===== src/rtl/spi_mf_pkg.sv =====
package spi_mf_pkg;

  typedef enum logic [1:0] {
    SEL_GPIO  = 2'd0,
    SEL_AUTO  = 2'd1,
    SEL_FAULT = 2'd2
  } sel_role_e;

  // Role of the select pin while in master mode.
  function automatic sel_role_e sel_role(input logic nofault, input logic selout);
    if (!nofault) return SEL_FAULT;
    else if (selout) return SEL_AUTO;
    else return SEL_GPIO;
  endfunction

  // System clocks per serial clock phase; never below one.
  function automatic logic [15:0] half_of(input logic [15:0] div);
    return (div < 16'd2) ? 16'd1 : (div >> 1);
  endfunction

endpackage


===== src/rtl/spi_mf_sync.sv =====
module spi_mf_sync #(
  parameter int W = 3,
  parameter int STAGES = 2,
  parameter logic [W-1:0] RST_VAL = '0
) (
  input  logic         clk,
  input  logic         rst_n,
  input  logic [W-1:0] d,
  output logic [W-1:0] q
);
  logic [W-1:0] st [STAGES];

  always_ff @(posedge clk or negedge rst_n) begin
    if (!rst_n) begin
      for (int i = 0; i < STAGES; i++) st[i] <= RST_VAL;
    end else begin
      st[0] <= d;
      for (int i = 1; i < STAGES; i++) st[i] <= st[i-1];
    end
  end

  assign q = st[STAGES-1];
endmodule


===== src/rtl/spi_mf_clkgen.sv =====
module spi_mf_clkgen #(
  parameter int CW = 8
) (
  input  logic          clk,
  input  logic          rst_n,
  input  logic          run,
  input  logic [CW-1:0] half,
  output logic          sck,
  output logic          rise,
  output logic          fall
);
  logic [CW-1:0] cnt;
  logic          tick;

  assign tick = run && (cnt == half - CW'(1));
  assign rise = tick && !sck;
  assign fall = tick && sck;

  always_ff @(posedge clk or negedge rst_n) begin
    if (!rst_n) begin
      cnt <= '0;
      sck <= 1'b0;
    end else if (!run) begin
      cnt <= '0;
      sck <= 1'b0;
    end else if (tick) begin
      cnt <= '0;
      sck <= ~sck;
    end else begin
      cnt <= cnt + CW'(1);
    end
  end


  sck_hold_chk: assert property (@(posedge clk) disable iff (!rst_n)
    (run && !tick) |=> $stable(sck));

  sck_idle_chk: assert property (@(posedge clk) disable iff (!rst_n)
    !run |=> !sck);
endmodule


===== src/rtl/spi_mf_shift.sv =====
module spi_mf_shift #(
  parameter int DATA_W = 8,
  parameter int CNT_W = 3
) (
  input  logic              clk,
  input  logic              rst_n,
  input  logic              clr,
  input  logic              load,
  input  logic [DATA_W-1:0] load_val,
  input  logic              rise,
  input  logic              fall,
  input  logic              din,
  output logic              dout,
  output logic              last_fall,
  output logic [DATA_W-1:0] rx_val,
  output logic [CNT_W-1:0]  bit_idx
);
  logic [DATA_W-1:0] sh;
  logic              samp;
  logic              at_last;

  assign at_last   = (bit_idx == CNT_W'(DATA_W - 1));
  assign last_fall = fall && at_last;
  assign dout      = sh[DATA_W-1];
  assign rx_val    = {sh[DATA_W-2:0], samp};

  always_ff @(posedge clk or negedge rst_n) begin
    if (!rst_n) begin
      sh      <= '0;
      samp    <= 1'b0;
      bit_idx <= '0;
    end else if (load) begin
      sh      <= load_val;
      bit_idx <= '0;
    end else if (clr) begin
      bit_idx <= '0;
    end else begin
      if (rise) samp <= din;
      if (fall) begin
        sh      <= {sh[DATA_W-2:0], samp};
        bit_idx <= at_last ? '0 : bit_idx + CNT_W'(1);
      end
    end
  end


  bit_hold_chk: assert property (@(posedge clk) disable iff (!rst_n)
    (!fall && !load && !clr) |=> $stable(bit_idx));
endmodule


===== src/rtl/spi_mf_ctrl.sv =====
module spi_mf_ctrl #(
  parameter int DATA_W = 8,
  parameter int DIV_W = 8,
  parameter int SYNC_STAGES = 2
) (
  input  logic              clk,
  input  logic              rst_n,
  input  logic              ctl_we,
  input  logic              ctl_master,
  input  logic              ctl_nofault,
  input  logic              ctl_selout,
  input  logic [DIV_W-1:0]  ctl_div,
  input  logic              tx_we,
  input  logic [DATA_W-1:0] tx_byte,
  input  logic              clr_flags,
  input  logic              clr_fault,
  output logic [DATA_W-1:0] rx_byte,
  output logic              done,
  output logic              wcol,
  output logic              fault,
  output logic              busy,
  output logic              master_en,
  output logic              sck_o,
  output logic              sck_oe,
  input  logic              sck_i,
  output logic              mosi_o,
  output logic              mosi_oe,
  input  logic              mosi_i,
  output logic              miso_o,
  output logic              miso_oe,
  input  logic              miso_i,
  output logic              sel_o,
  output logic              sel_oe,
  input  logic              sel_i
);
  import spi_mf_pkg::*;

  localparam int CNT_W = (DATA_W > 2) ? $clog2(DATA_W) : 1;

  // control state
  logic             nofault_q, selout_q, busy_m_q;
  logic [DIV_W-1:0] div_q;
  sel_role_e        role;
  logic [DIV_W-1:0] half_len;

  // synchronized bus inputs
  logic sck_s, sel_s, mosi_s, sck_d, sel_d;

  // named events
  logic fault_evt, s_act, s_rise, s_fall, m_rise, m_fall, m_sck;
  logic sh_rise, sh_fall, sh_clr, tx_ok, start_m, wcol_evt, xfer_end;
  logic sh_dout, sh_din;
  logic [DATA_W-1:0] rx_val;
  logic [CNT_W-1:0]  bit_idx;

  assign role     = sel_role(nofault_q, selout_q);
  assign half_len = DIV_W'(half_of(16'(div_q)));

  spi_mf_sync #(.W(3), .STAGES(SYNC_STAGES), .RST_VAL(3'b010)) u_sync (
    .clk(clk), .rst_n(rst_n),
    .d({sck_i, sel_i, mosi_i}),
    .q({sck_s, sel_s, mosi_s})
  );

  always_ff @(posedge clk or negedge rst_n) begin
    if (!rst_n) begin
      sck_d <= 1'b0;
      sel_d <= 1'b1;
    end else begin
      sck_d <= sck_s;
      sel_d <= sel_s;
    end
  end

  assign fault_evt = master_en && (role == SEL_FAULT) && !sel_s;
  assign s_act     = !master_en && !sel_d;
  assign s_rise    = s_act && sck_s && !sck_d;
  assign s_fall    = s_act && !sck_s && sck_d;

  spi_mf_clkgen #(.CW(DIV_W)) u_clkgen (
    .clk(clk), .rst_n(rst_n), .run(busy_m_q), .half(half_len),
    .sck(m_sck), .rise(m_rise), .fall(m_fall)
  );

  assign busy     = busy_m_q || s_act;
  assign wcol_evt = tx_we && busy;
  assign tx_ok    = tx_we && !busy && !fault_evt;
  assign start_m  = tx_ok && master_en;
  assign sh_rise  = master_en ? m_rise : s_rise;
  assign sh_fall  = master_en ? m_fall : s_fall;
  assign sh_din   = master_en ? miso_i : mosi_s;
  assign sh_clr   = fault_evt || (!master_en && sel_d);

  spi_mf_shift #(.DATA_W(DATA_W), .CNT_W(CNT_W)) u_shift (
    .clk(clk), .rst_n(rst_n), .clr(sh_clr), .load(tx_ok), .load_val(tx_byte),
    .rise(sh_rise), .fall(sh_fall), .din(sh_din),
    .dout(sh_dout), .last_fall(xfer_end), .rx_val(rx_val), .bit_idx(bit_idx)
  );

  always_ff @(posedge clk or negedge rst_n) begin
    if (!rst_n) begin
      master_en <= 1'b0;
      nofault_q <= 1'b1;
      selout_q  <= 1'b0;
      div_q     <= DIV_W'(2);
      busy_m_q  <= 1'b0;
      done      <= 1'b0;
      wcol      <= 1'b0;
      fault     <= 1'b0;
      rx_byte   <= '0;
    end else begin
      if (fault_evt)   master_en <= 1'b0;
      else if (ctl_we) master_en <= ctl_master;
      if (ctl_we) begin
        nofault_q <= ctl_nofault;
        selout_q  <= ctl_selout;
        div_q     <= ctl_div;
      end
      if (fault_evt || !master_en) busy_m_q <= 1'b0;
      else if (start_m)            busy_m_q <= 1'b1;
      else if (xfer_end)           busy_m_q <= 1'b0;
      if (xfer_end)       done <= 1'b1;
      else if (clr_flags) done <= 1'b0;
      if (wcol_evt)       wcol <= 1'b1;
      else if (clr_flags) wcol <= 1'b0;
      if (fault_evt)      fault <= 1'b1;
      else if (clr_fault) fault <= 1'b0;
      if (xfer_end) rx_byte <= rx_val;
    end
  end

  assign sck_o   = master_en && m_sck;
  assign sck_oe  = master_en;
  assign mosi_o  = sh_dout;
  assign mosi_oe = master_en;
  assign miso_o  = sh_dout;
  assign miso_oe = s_act;
  assign sel_oe  = master_en && (role == SEL_AUTO);
  assign sel_o   = !(sel_oe && busy_m_q);


  end_done_chk: assert property (@(posedge clk) disable iff (!rst_n)
    xfer_end |=> done);

  fault_fallback_chk: assert property (@(posedge clk) disable iff (!rst_n)
    fault_evt |=> (fault && !master_en && !sck_oe && !mosi_oe));

  wcol_set_chk: assert property (@(posedge clk) disable iff (!rst_n)
    wcol_evt |=> wcol);

  done_hold_chk: assert property (@(posedge clk) disable iff (!rst_n)
    (done && !clr_flags) |=> done);

  sel_between_chk: assert property (@(posedge clk) disable iff (!rst_n)
    (xfer_end && sel_oe && !ctl_we) |=> sel_o);

  slave_nofault_chk: assert property (@(posedge clk) disable iff (!rst_n)
    (!master_en && !ctl_we && !fault) |=> !fault);
endmodule


===== config.mk =====
export PLATFORM = sky130hd
export DESIGN_NAME = spi_mf_ctrl
export DESIGN_NICKNAME = d
export VERILOG_FILES = /design/src/rtl/spi_mf_pkg.sv /design/src/rtl/spi_mf_sync.sv /design/src/rtl/spi_mf_clkgen.sv /design/src/rtl/spi_mf_shift.sv /design/src/rtl/spi_mf_ctrl.sv
export SDC_FILE = /design/constraint.sdc
export NUM_CORES = 1
export LEC_CHECK = 0
export ABC_AREA = 0
export ABC_CLOCK_PERIOD_IN_PS = 3800
export BUFFER_PORTS_ARGS = -buffer_cell sky130_fd_sc_hd__buf_2
export CORE_AREA = 2 2 71 73
export DETAILED_ROUTE_END_ITERATION = 6
export DIE_AREA = 0 0 73 75
export GPL_TIMING_DRIVEN = 0
export PLACE_DENSITY = 0.88
export SLEW_MARGIN = 20
export SYNTH_ARGS = -nofsm -noshare
export SYNTH_HDL_FRONTEND = slang
export SYNTH_SLANG_ARGS = --single-unit
export TNS_END_PERCENT = 20

===== constraint.sdc =====
create_clock -name clk -period 3.8 [get_ports clk]
set_input_delay 0 -clock clk [delete_from_list [all_inputs] [get_ports clk]]
set_output_delay 0 -clock clk [all_outputs]
set_load 0.03 [all_outputs]

# Word-level counts from Yosys, hierarchy flattened

Cells that the tools add are included.

Register bits after elaboration: 52
Bits of input ports: 29
Output and inout port bits: 21
Word-level logic and storage cells: 98

Add/sub/neg operators: 3
$lt $le $gt $ge: 1
Equality and inequality tests: 6
Muxes and demuxes: 27
Bitwise operators: 3
Reduce and logical (&&, ||, !) cells: 40

Operators with widths:

| operator              | number |
|---|---|
| $mux W8               | 5 |
| $logic_and A1 B1 Y1   | 19 |
| $mux W1               | 16 |
| $mux W3               | 4 |
| $reduce_bool A2 Y1    | 5 |
| $logic_not A1 Y1      | 9 |
| $add A8 B1 Y8 const B | 1 |
| $eq A8 B8 Y1          | 1 |
| $lt A8 B2 Y1 const B  | 1 |
| $sub A7 B1 Y8 const B | 1 |
| $mux W7               | 1 |
| $reduce_bool A3 Y1    | 2 |
| $ne A2 B1 Y1 const B  | 2 |
| $add A3 B1 Y3 const B | 1 |
| $eq A3 B3 Y1 const B  | 1 |
| $logic_or A1 B1 Y1    | 3 |
| $not A1 Y1            | 3 |
| $reduce_and A3 Y1     | 1 |
| $eq A2 B1 Y1 const B  | 1 |
| $eq A2 B2 Y1 const B  | 1 |
| $mux W2               | 1 |
| $reduce_and A2 Y1     | 1 |

# Logic depth before layout (Yosys ltp)

Gate-level depths: netlist of run 1.

Depth after elaboration: 11
Depth in mapped cells: 12
Gate-level depth less buffers: 10

# By module

From an unflattened synthesis of run 1, not the netlist that was laid out.

Cell total of the unflattened synthesis: 221
Area total of the unflattened synthesis: 2566.2 um^2

Modules (own cells, without submodules):

| module        | times used | cells each | area an instance (um^2) | sequential area each (um^2) |
|---|---|---|---|---|
| spi_mf_ctrl   | 1          | 81         | 1031.0                  | 604.3 |
| spi_mf_shift  | 1          | 55         | 684.4                   | 300.3 |
| spi_mf_clkgen | 1          | 76         | 675.6                   | 225.2 |
| spi_mf_sync   | 1          | 9          | 175.2                   | 152.6 |

# Worst setup path after synthesis of run 1

OpenSTA, ideal clock, no wires.

Path kind: flip-flop to flip-flop
From: reg div_q[6]
To: reg rx_byte[0]
Library setup time: 0.125 ns
Arrival time: 3.201 ns
Required time: 3.675 ns
Path slack: 0.473 ns
Stages on the path, launching flop included: 12
Path buffers: 1
Period minus slack after synthesis: 3.327 ns
Cells stage by stage: dfrtp_1 -> or4_4 -> o21ba_1 -> ha_1 -> nor2b_1 -> or3_1 -> a31o_2 -> nor4_4 -> a31oi_4 -> nand2b_4 -> buf_6 -> mux2_4

Word-level cells in the longest chain between the ends: 8

RTL lines:

| item                     | line                | source |
|---|---|---|
| start: declaration       | spi_mf_ctrl.sv:42   | `logic [DIV_W-1:0] div_q;` |
| start signal: assignment | spi_mf_ctrl.sv:117  | `div_q <= ctl_div;` |
| $lt A8 B2 Y1             | spi_mf_pkg.sv:18    | `return (div < 16'd2) ? 16'd1 : (div >> 1);` |
| $mux W7 (*)              | spi_mf_pkg.sv:18    |  |
| $sub A7 B1 Y8 (*)        | spi_mf_clkgen.sv:15 | `assign tick = run && (cnt == half - CW'(1));` |
| $eq A8 B8 Y1 (*)         | spi_mf_clkgen.sv:15 |  |
| $logic_and A1 B1 Y1 (*)  | spi_mf_clkgen.sv:15 |  |
| $logic_and A1 B1 Y1 (*)  | spi_mf_clkgen.sv:17 | `assign fall = tick && sck;` |
| $mux W1 (*)              | spi_mf_ctrl.sv:90   | `assign sh_fall = master_en ? m_fall : s_fall;` |
| $logic_and A1 B1 Y1 (*)  | spi_mf_shift.sv:23  | `assign last_fall = fall && at_last;` |
| end signal: assignment   | spi_mf_ctrl.sv:128  | `if (xfer_end) rx_byte <= rx_val;` |
| end: declaration         | spi_mf_ctrl.sv:17   | `output logic [DATA_W-1:0] rx_byte,` |

Every way passes the cells marked *; elsewhere a longest branch is shown, timed or not.
A chain may end at the register's enable or synchronous reset.

# Worst setup path in the final report of run 1

From: reg div_q[4]
To: reg rx_byte[7]

The elaborated chain is that of the path after synthesis.

==> impl_results.md, run 1 <==
- Critical setup path kind: reg -> reg
- Ratio of final minimum period to clock period: 0.9560
- Gp weighted congestion: roughly 0.88
- Distinct cells, synth: between 40 and 50
- Total DRC errors in the routed layout: 0
- Final Setup Violations: 0
- DR WL/cell: ~15 um
- Initial antenna violation count: 0
- Highest-count cells in the layout ignoring fill and taps: sky130_fd_sc_hd__buf_2, sky130_fd_sc_hd__dfrtp_1, sky130_fd_sc_hd__nor2_1, sky130_fd_sc_hd__dlygate4sd3_1, sky130_fd_sc_hd__a21oi_1
- Overflow after GRT: 0
- Maximum count of clock buffers along a single path: 2
- Endpoint type of the worst setup path: register
- Aggregate negative setup slack: 0 ps
- Area delta synth->final: 26.55%
- Total setup buffers inserted after CTS: 0
- Pwr per Cell Area: 392.1 nW/um^2
- Final HPWL DP: 3544 um
- Worst Slack Setup Final: 167.2 ps
- Synth async-reset ratio: 1.000
- Top-level port count: 50
- Post-CTS clock slew at the launch and capture registers of the worst setup and hold paths: 90 ps
- Placement row count: 25
- Overall routed net length: ~5400 um
- Max Cap Violations: 0
- Root cell of the clock tree: sky130_fd_sc_hd__clkbuf_8
- Share of layout cells above drive strength 1: 0.2983
- Tightest Hold Check Type: in -> reg
- Pin count of the biggest net entering global routing: 52
- Initial standard-cell utilization of the core: 0.5248
- Worst Path Required: ~4000 ps
- Number of buffers inserted for hold repair after clock tree synthesis: 25
- Worst voltage drop across the vdd grid: 194.0 uV
- Sequential group share of total power: 0.531
- Number of design-rule violations left by the first detailed-router iteration: ~120
- Post-route cell area: approximately 3100 sq um
- Syn Inst Count: approximately 210
- Synth Warn #: 0
- Critical path fanouts, max: 9
- Minimum setup slack after placement: around 240 ps
- Number of nets in the layout: roughly 330
- Cell leakage power: approximately 1.5 nW
- Count of buffers inserted at the top-level ports: 48
- CORE AREA: ~4700 sq um
- Final worst hold slack: between 10 and 15 ps
- Die Span X: 73 um
- TritonCTS clock tree: done
- Most common library cell in the layout ignoring fill and taps: sky130_fd_sc_hd__buf_2
- Final-report hold violation count: 0
- CTS sink cnt: 51
- Worst skew pair latency: 310 ps
- Height of the die: about 75 um
- Top_reg_cell synth: sky130_fd_sc_hd__dfrtp_1
- Post-route antenna net violation count: 0
- Register bit count reported by yosys: between 50 and 60
- Number of nets produced by synthesis: about 250
- Setup skew after layout: approximately 14 ps
- Avg Cell Area, Syn: roughly 11 sq um
- Post-Synthesis Cell Area: 2446 sq um
- Gates resized, CTS repair: 0
- Switching power of the nets: ~0.37 mW
- Sequential element share of the synthesized area: 0.5243
- Post-placement cell area: roughly 2800 sq um
- Kind of start point of the critical path: register
- Pins over their slew limit: 0
- WP data arrival: between 3000 and 4000 ps
- Global-route wire length before repair: around 8700 um
- Transition time of the tightest slew-check pin: approximately 850 ps
- Setup repair after global routing missed its margin: false
- Total number of vias: 1880
- Maximum frequency from static timing analysis: around 0.28 GHz
- Inserted Clock Buffers: 5
- EDFF count, synth: 0
- Via density: approximately 5.4
- H-tree depth: 2
- Net Sw Frac: 0.3074
- Slew HR: 0.4237
- Clock share of power: 0.256
- Overall routing resource usage: 0.2110
- Overall power: ~1.2 mW
- Design internal power: between 0.8 and 0.9 mW
- Number of optimization iterations in the first detailed-route pass: 4
- Gate power share: 0.214
- Result of the run: finished clean
- Die footprint: 5475 sq um
- Via count of the first global-routing pass: about 1900
- Final worst path period need: 3633 ps
worst paths after layout:
kind | from | endpoint | slack [ps] | cells past startpoint
max in group asynchronous | rst_n | u_shift.samp | 3130 | 2
worst max register to register | div_q[4] | rx_byte[7] | 170 | 12
worst min-delay path | ctl_we | div_q[7] | 10 | 2
worst min register to register | u_sync.st[3] | u_sync.q[0] | 350 | 0
worst max-delay path | div_q[4] | rx_byte[7] | 170 | 12
min in group asynchronous | rst_n | rx_byte[0] | 250 | 2
synth_stat cells, drive strengths merged, types with 3 or more instances:
| cell | instances | area [sq um] |
|---|---|---|
| xnor2 | 3 | 26.28 |
| dfrtp | 46 | 1151 |
| nand3 | 6 | 30.03 |
| ha | 4 | 50.05 |
| a21oi | 16 | 80.08 |
| nor3 | 3 | 15.01 |
| clkbuf | 6 | 22.52 |
| and3 | 5 | 31.28 |
| o21ai | 8 | 40.04 |
| nor2 | 25 | 93.84 |
| xor2 | 8 | 70.07 |
| mux2 | 16 | 210.2 |
| buf | 4 | 33.78 |
| dfstp | 5 | 131.4 |
| nor2b | 5 | 31.28 |
| inv | 8 | 30.03 |
| nand2 | 8 | 30.03 |
| mux2i | 9 | 90.09 |
| nand2b | 4 | 32.53 |
registers in the layout, indices dropped and copies added, names as in the netlist, 3 cells and up:
signal / cells
u_shift.sh: 8
rx_byte: 8
div_q: 7
u_sync.st: 3
u_clkgen.cnt: 8
u_sync.q: 3
u_shift.bit_idx: 3
layout make-up:
type / count / area, sq um
flip-flops and latches: 51 / 1282
clock buffers: 6 / 72.57
inverters: 8 / 30.03
repair buffers: 73 / 493.0
fillers: 335 / 1565
multi-input cells: 145 / 1077
plain buffers: 10 / 56.30
clock inverters: 2 / 13.76
diodes: 1 / 2.502
well taps: 54 / 67.56
kinds of logic (layout without fill, tap and decap cells):
kind of cell,after synthesis,in the layout,share of synthesized area
simple gates,71,71,0.1601
mux,25,25,0.1228
xor+xnor,11,11,0.03939
other cells,0,1,0
fa+ha+maj,4,4,0.02046
compound gates,34,34,0.09771
buf+inv,18,99,0.03529
flops,51,51,0.5243
power groups by stage:
stage	sequential [mW]	combinational (mW)	clock [mW]
floorplan	0.653	0.154	0
global placement	0.647	0.228	0
detailed placement	0.653	0.236	0
CTS	0.643	0.258	0.314
global route	0.651	0.284	0.343
finish	0.644	0.259	0.311
worst max-delay path, stage by stage, from the launching register on:
cell	delay, ps
sky130_fd_sc_hd__dfrtp_1	380
sky130_fd_sc_hd__clkbuf_1	200
sky130_fd_sc_hd__or4_4	460
sky130_fd_sc_hd__o21ba_1	210
sky130_fd_sc_hd__ha_1	240
sky130_fd_sc_hd__nor2b_1	180
sky130_fd_sc_hd__or3_1	360
sky130_fd_sc_hd__a31o_2	250
sky130_fd_sc_hd__nor4_4	400
sky130_fd_sc_hd__a31oi_4	200
sky130_fd_sc_hd__nand2b_4	190
sky130_fd_sc_hd__buf_6	150
sky130_fd_sc_hd__mux2_4	300
metal layers:
| layer | vias up | global-route usage | wire, um |
|---|---|---|---|
| met4 | 0 | 0.1029 | 110 |
| met5 | - | 0 | 0 |
| met1 | 919 | 0.2812 | 2372 |
| li1 | 905 | - | - |
| met3 | 11 | 0.03347 | 166 |
| met2 | 45 | 0.3393 | 2707 |
metrics by stage:
stage / util / instances
floorplan: - / 214
global placement: 0.5909 / 316
detailed placement: 0.5909 / 316
CTS: 0.6631 / 349
global route: 0.6636 / 349
finish: 0.6642 / 350
No activity file was read; power rests on OpenSTA's default activity.
==> run 2: changes to the inputs <==
--- a/config.mk
+++ b/config.mk
@@ -6,13 +6,14 @@
 export NUM_CORES = 1
 export LEC_CHECK = 0
 export ABC_AREA = 0
-export ABC_CLOCK_PERIOD_IN_PS = 3800
+export ABC_CLOCK_PERIOD_IN_PS = 4200
 export BUFFER_PORTS_ARGS = -buffer_cell sky130_fd_sc_hd__buf_2
-export CORE_AREA = 2 2 71 73
+export CORE_AREA = 2 2 68 70
 export DETAILED_ROUTE_END_ITERATION = 6
-export DIE_AREA = 0 0 73 75
+export DIE_AREA = 0 0 70 72
 export GPL_TIMING_DRIVEN = 0
-export PLACE_DENSITY = 0.88
+export PLACE_DENSITY = 0.94
+export RECOVER_POWER = 25
 export SLEW_MARGIN = 20
 export SYNTH_ARGS = -nofsm -noshare
 export SYNTH_HDL_FRONTEND = slang
==> constraint.sdc (replaced) <==
create_clock -name clk -period 4.2 [get_ports clk]
set_input_delay 0 -clock clk [delete_from_list [all_inputs] [get_ports clk]]
set_output_delay 0 -clock clk [all_outputs]
set_load 0.03 [all_outputs]
==> run 2 against run 1 <==
Compared with the run above: the flow now finishes with violations (max-capacitance violations, max-slew violations); sequential cell count unchanged; non-clock buffer count is the same; combinational power down 8.1%; die area down 7.9%; register-to-register slack better by 380 ps; critical path type unchanged; largest cell class unchanged.
==> impl_results.md, run 2 (synthesis gave the netlist of run 1 again) <==
- Result of the run: finished, violations left (was finished clean)
- Violated checks: max-capacitance violations, max-slew violations
- Maximum frequency from static timing analysis: 0.2734 GHz (was 0.2753 GHz)
- Total number of vias: 1904 (was 1880)
- Number of nets in the layout: 327 (unchanged)
- CORE AREA: 4264 sq um (was 4661 sq um)
- Number of design-rule violations left by the first detailed-router iteration: 148 (was 118)
- Gp weighted congestion: 0.8534 (was 0.8848)
- DR WL/cell: 15.72 um (was 15.30 um)
- Worst reg-to-reg setup slack: 540 ps (was 170 ps)
- Pin count of the biggest net entering global routing: 52 (unchanged)
- Die Span X: 70 um (was 73 um)
- Startpoint of the worst register-to-register path: div_q[4] (unchanged)
- Area delta synth->final: 26.55% (unchanged)
- Initial antenna violation count: 0 (unchanged)
- Overall routed net length: 5455 um (was 5356 um)
- Via count of the first global-routing pass: 1974 (was 1874)
- Root cell of the clock tree: sky130_fd_sc_hd__clkbuf_8 (unchanged)
- Total DRC errors in the routed layout: 0 (unchanged)
- Worst r2r dst: u_shift.sh[7] (was rx_byte[7])
- Setup repair after global routing missed its margin: false (unchanged)
- Tightest Hold Check Type: in -> reg (unchanged)
- Count of buffers inserted at the top-level ports: 48 (unchanged)
- Final-report hold violation count: 0 (unchanged)
- TritonCTS clock tree: done (unchanged)
- Antenna fix cells: 0 (was 1)
- Pwr per Cell Area: 360.7 nW/um^2 (was 392.1 nW/um^2)
- Share of layout cells above drive strength 1: 0.2915 (was 0.2983)
- Worst voltage drop across the vdd grid: 255.5 uV (was 194.0 uV)
- Top Registers: rx_byte (8), u_clkgen.cnt (8), u_shift.sh (8) (unchanged)
- Critical path fanouts, max: 8 (was 9)
- CTS sink cnt: 51 (unchanged)
- Aggregate negative setup slack: 0 ps (unchanged)
- Slew HR: -0.7618 (was 0.4237)
- Critical setup path kind: reg -> reg (unchanged)
- Final worst path period need: 3657 ps (was 3633 ps)
- Top-level port count: 50 (unchanged)
- Post-route antenna net violation count: 0 (unchanged)
- Overflow after GRT: 0 (unchanged)
- Endpoint type of the worst setup path: register (unchanged)
- Setup skew after layout: 13.13 ps (was 13.83 ps)
- Final Setup Violations: 0 (unchanged)
- Overall routing resource usage: 0.2319 (was 0.2110)
- Transition time of the tightest slew-check pin: 2643 ps (was 852.4 ps)
- H-tree depth: 2 (unchanged)
- Pins over their slew limit: 52 (was 0)
- Post-CTS clock slew at the launch and capture registers of the worst setup and hold paths: 90 ps (about the same)
- Hold-critical path depth: 2 (unchanged)
- Via density: 5.487 (was 5.371)
- Initial standard-cell utilization of the core: 0.5737 (was 0.5248)
- Max Cap Violations: 1 (was 0)
- Die footprint: 5040 sq um (was 5475 sq um)
- Register-to-Register Path Depth: 11 (was 12)
- Inserted Clock Buffers: 5 (unchanged)
- Total setup buffers inserted after CTS: 0 (unchanged)
- CP startpoint: div_q[4] (unchanged)
- Global-route wire length before repair: 9211 um (was 8735 um)
- Post-placement cell area: 2751 sq um (was 2754 sq um)
- Maximum count of clock buffers along a single path: 2 (unchanged)
- Highest-count cells in the layout ignoring fill and taps: sky130_fd_sc_hd__buf_2, sky130_fd_sc_hd__dfrtp_1, sky130_fd_sc_hd__nor2_1, sky130_fd_sc_hd__dlygate4sd3_1, sky130_fd_sc_hd__a21oi_1 (unchanged)
- Ratio of final minimum period to clock period: 0.8707 (was 0.9560)
- Worst skew pair latency: 310 ps (about the same)
- Final HPWL DP: 3473 um (was 3544 um)
- Post-route cell area: 3095 sq um (unchanged)
- WP data arrival: 3820 ps (about the same)
- Number of optimization iterations in the first detailed-route pass: 4 (unchanged)
- Worst Path Required: 4370 ps (was 3990 ps)
- Placement row count: 24 (was 25)
- Most common library cell in the layout ignoring fill and taps: sky130_fd_sc_hd__buf_2 (unchanged)
- Cell leakage power: 1.538 nW (was 1.539 nW)
- Height of the die: 72 um (was 75 um)
- Kind of start point of the critical path: register (unchanged)
- Worst Min Path Start: ctl_we (unchanged)
- Capture endpoint of the worst hold path: selout_q (was div_q[7])
[run 2: worst max-delay path by stage]
| stage | cells after the start | to |
|---|---|---|
| after floorplan | 11 | rx_byte[0] |
| after detailed placement | 12 | rx_byte[7] |
| after global placement | 12 | rx_byte[2] |
| after global routing | 11 | u_shift.sh[2] |
| after CTS | 12 | rx_byte[7] |
| final | 11 | u_shift.sh[7] |
[run 2: power breakdown]
group	switching, mW	leakage, nW	internal (mW)
Combinational	0.134	0.856	0.104
Sequential	0.0444	0.633	0.538
Clock	0.160	0.0489	0.136
[run 2: repair_timing]
item / CTS / global route
gates resized for setup: 0 / 0
endpoints found under the hold margin: 70 / 0
hold buffers: 25 / 0
[run 2: metal layers]
| metal | track usage | wire, um |
|---|---|---|
| met1 | 0.3157 | 2325 |
| met2 | 0.3810 | 2745 |
| met3 | 0.03056 | 278 |
| met4 | 0.09615 | 106 |
| met5 | 0 | 0 |
[run 2: worst max-delay path, cell delays in order (launching register included)]
cell and delay [ps]:
sky130_fd_sc_hd__dfrtp_1 370, sky130_fd_sc_hd__clkbuf_1 200, sky130_fd_sc_hd__or4_4 460, sky130_fd_sc_hd__o21ba_1 210, sky130_fd_sc_hd__ha_1 220, sky130_fd_sc_hd__nor2b_1 180
sky130_fd_sc_hd__or3_1 360, sky130_fd_sc_hd__a31o_2 260, sky130_fd_sc_hd__nor4_4 400, sky130_fd_sc_hd__a41oi_2 450, sky130_fd_sc_hd__mux2i_1 320, sky130_fd_sc_hd__a21oi_1 100
[run 2: layout make-up]
type | instances | area [sq um]
buffer | 10 | 56.30
clock buffer | 7 | 86.33
inverter | 8 | 30.03
sequential | 51 | 1282
clock inverter | 1 | 8.758
fill | 290 | 1169
timing repair buffer | 73 | 489.2
tap | 52 | 65.06
multi-input combinational | 145 | 1077
[run 2: metrics by stage]
step | hold slack (ps) | cells | setup WS [ps] | power, mW | utilization
after floorplan | -295.6 | 214 | 873.4 | 0.7301 | -
after global placement | 104.6 | 314 | 693.4 | 0.7901 | 0.6452
after detailed placement | 106.6 | 314 | 626.8 | 0.8004 | 0.6452
after CTS | 13.47 | 347 | 611.1 | 1.110 | 0.7262
after global routing | 27.79 | 347 | 351.6 | 1.167 | 0.7259
final | 18.39 | 347 | 542.9 | 1.116 | 0.7259
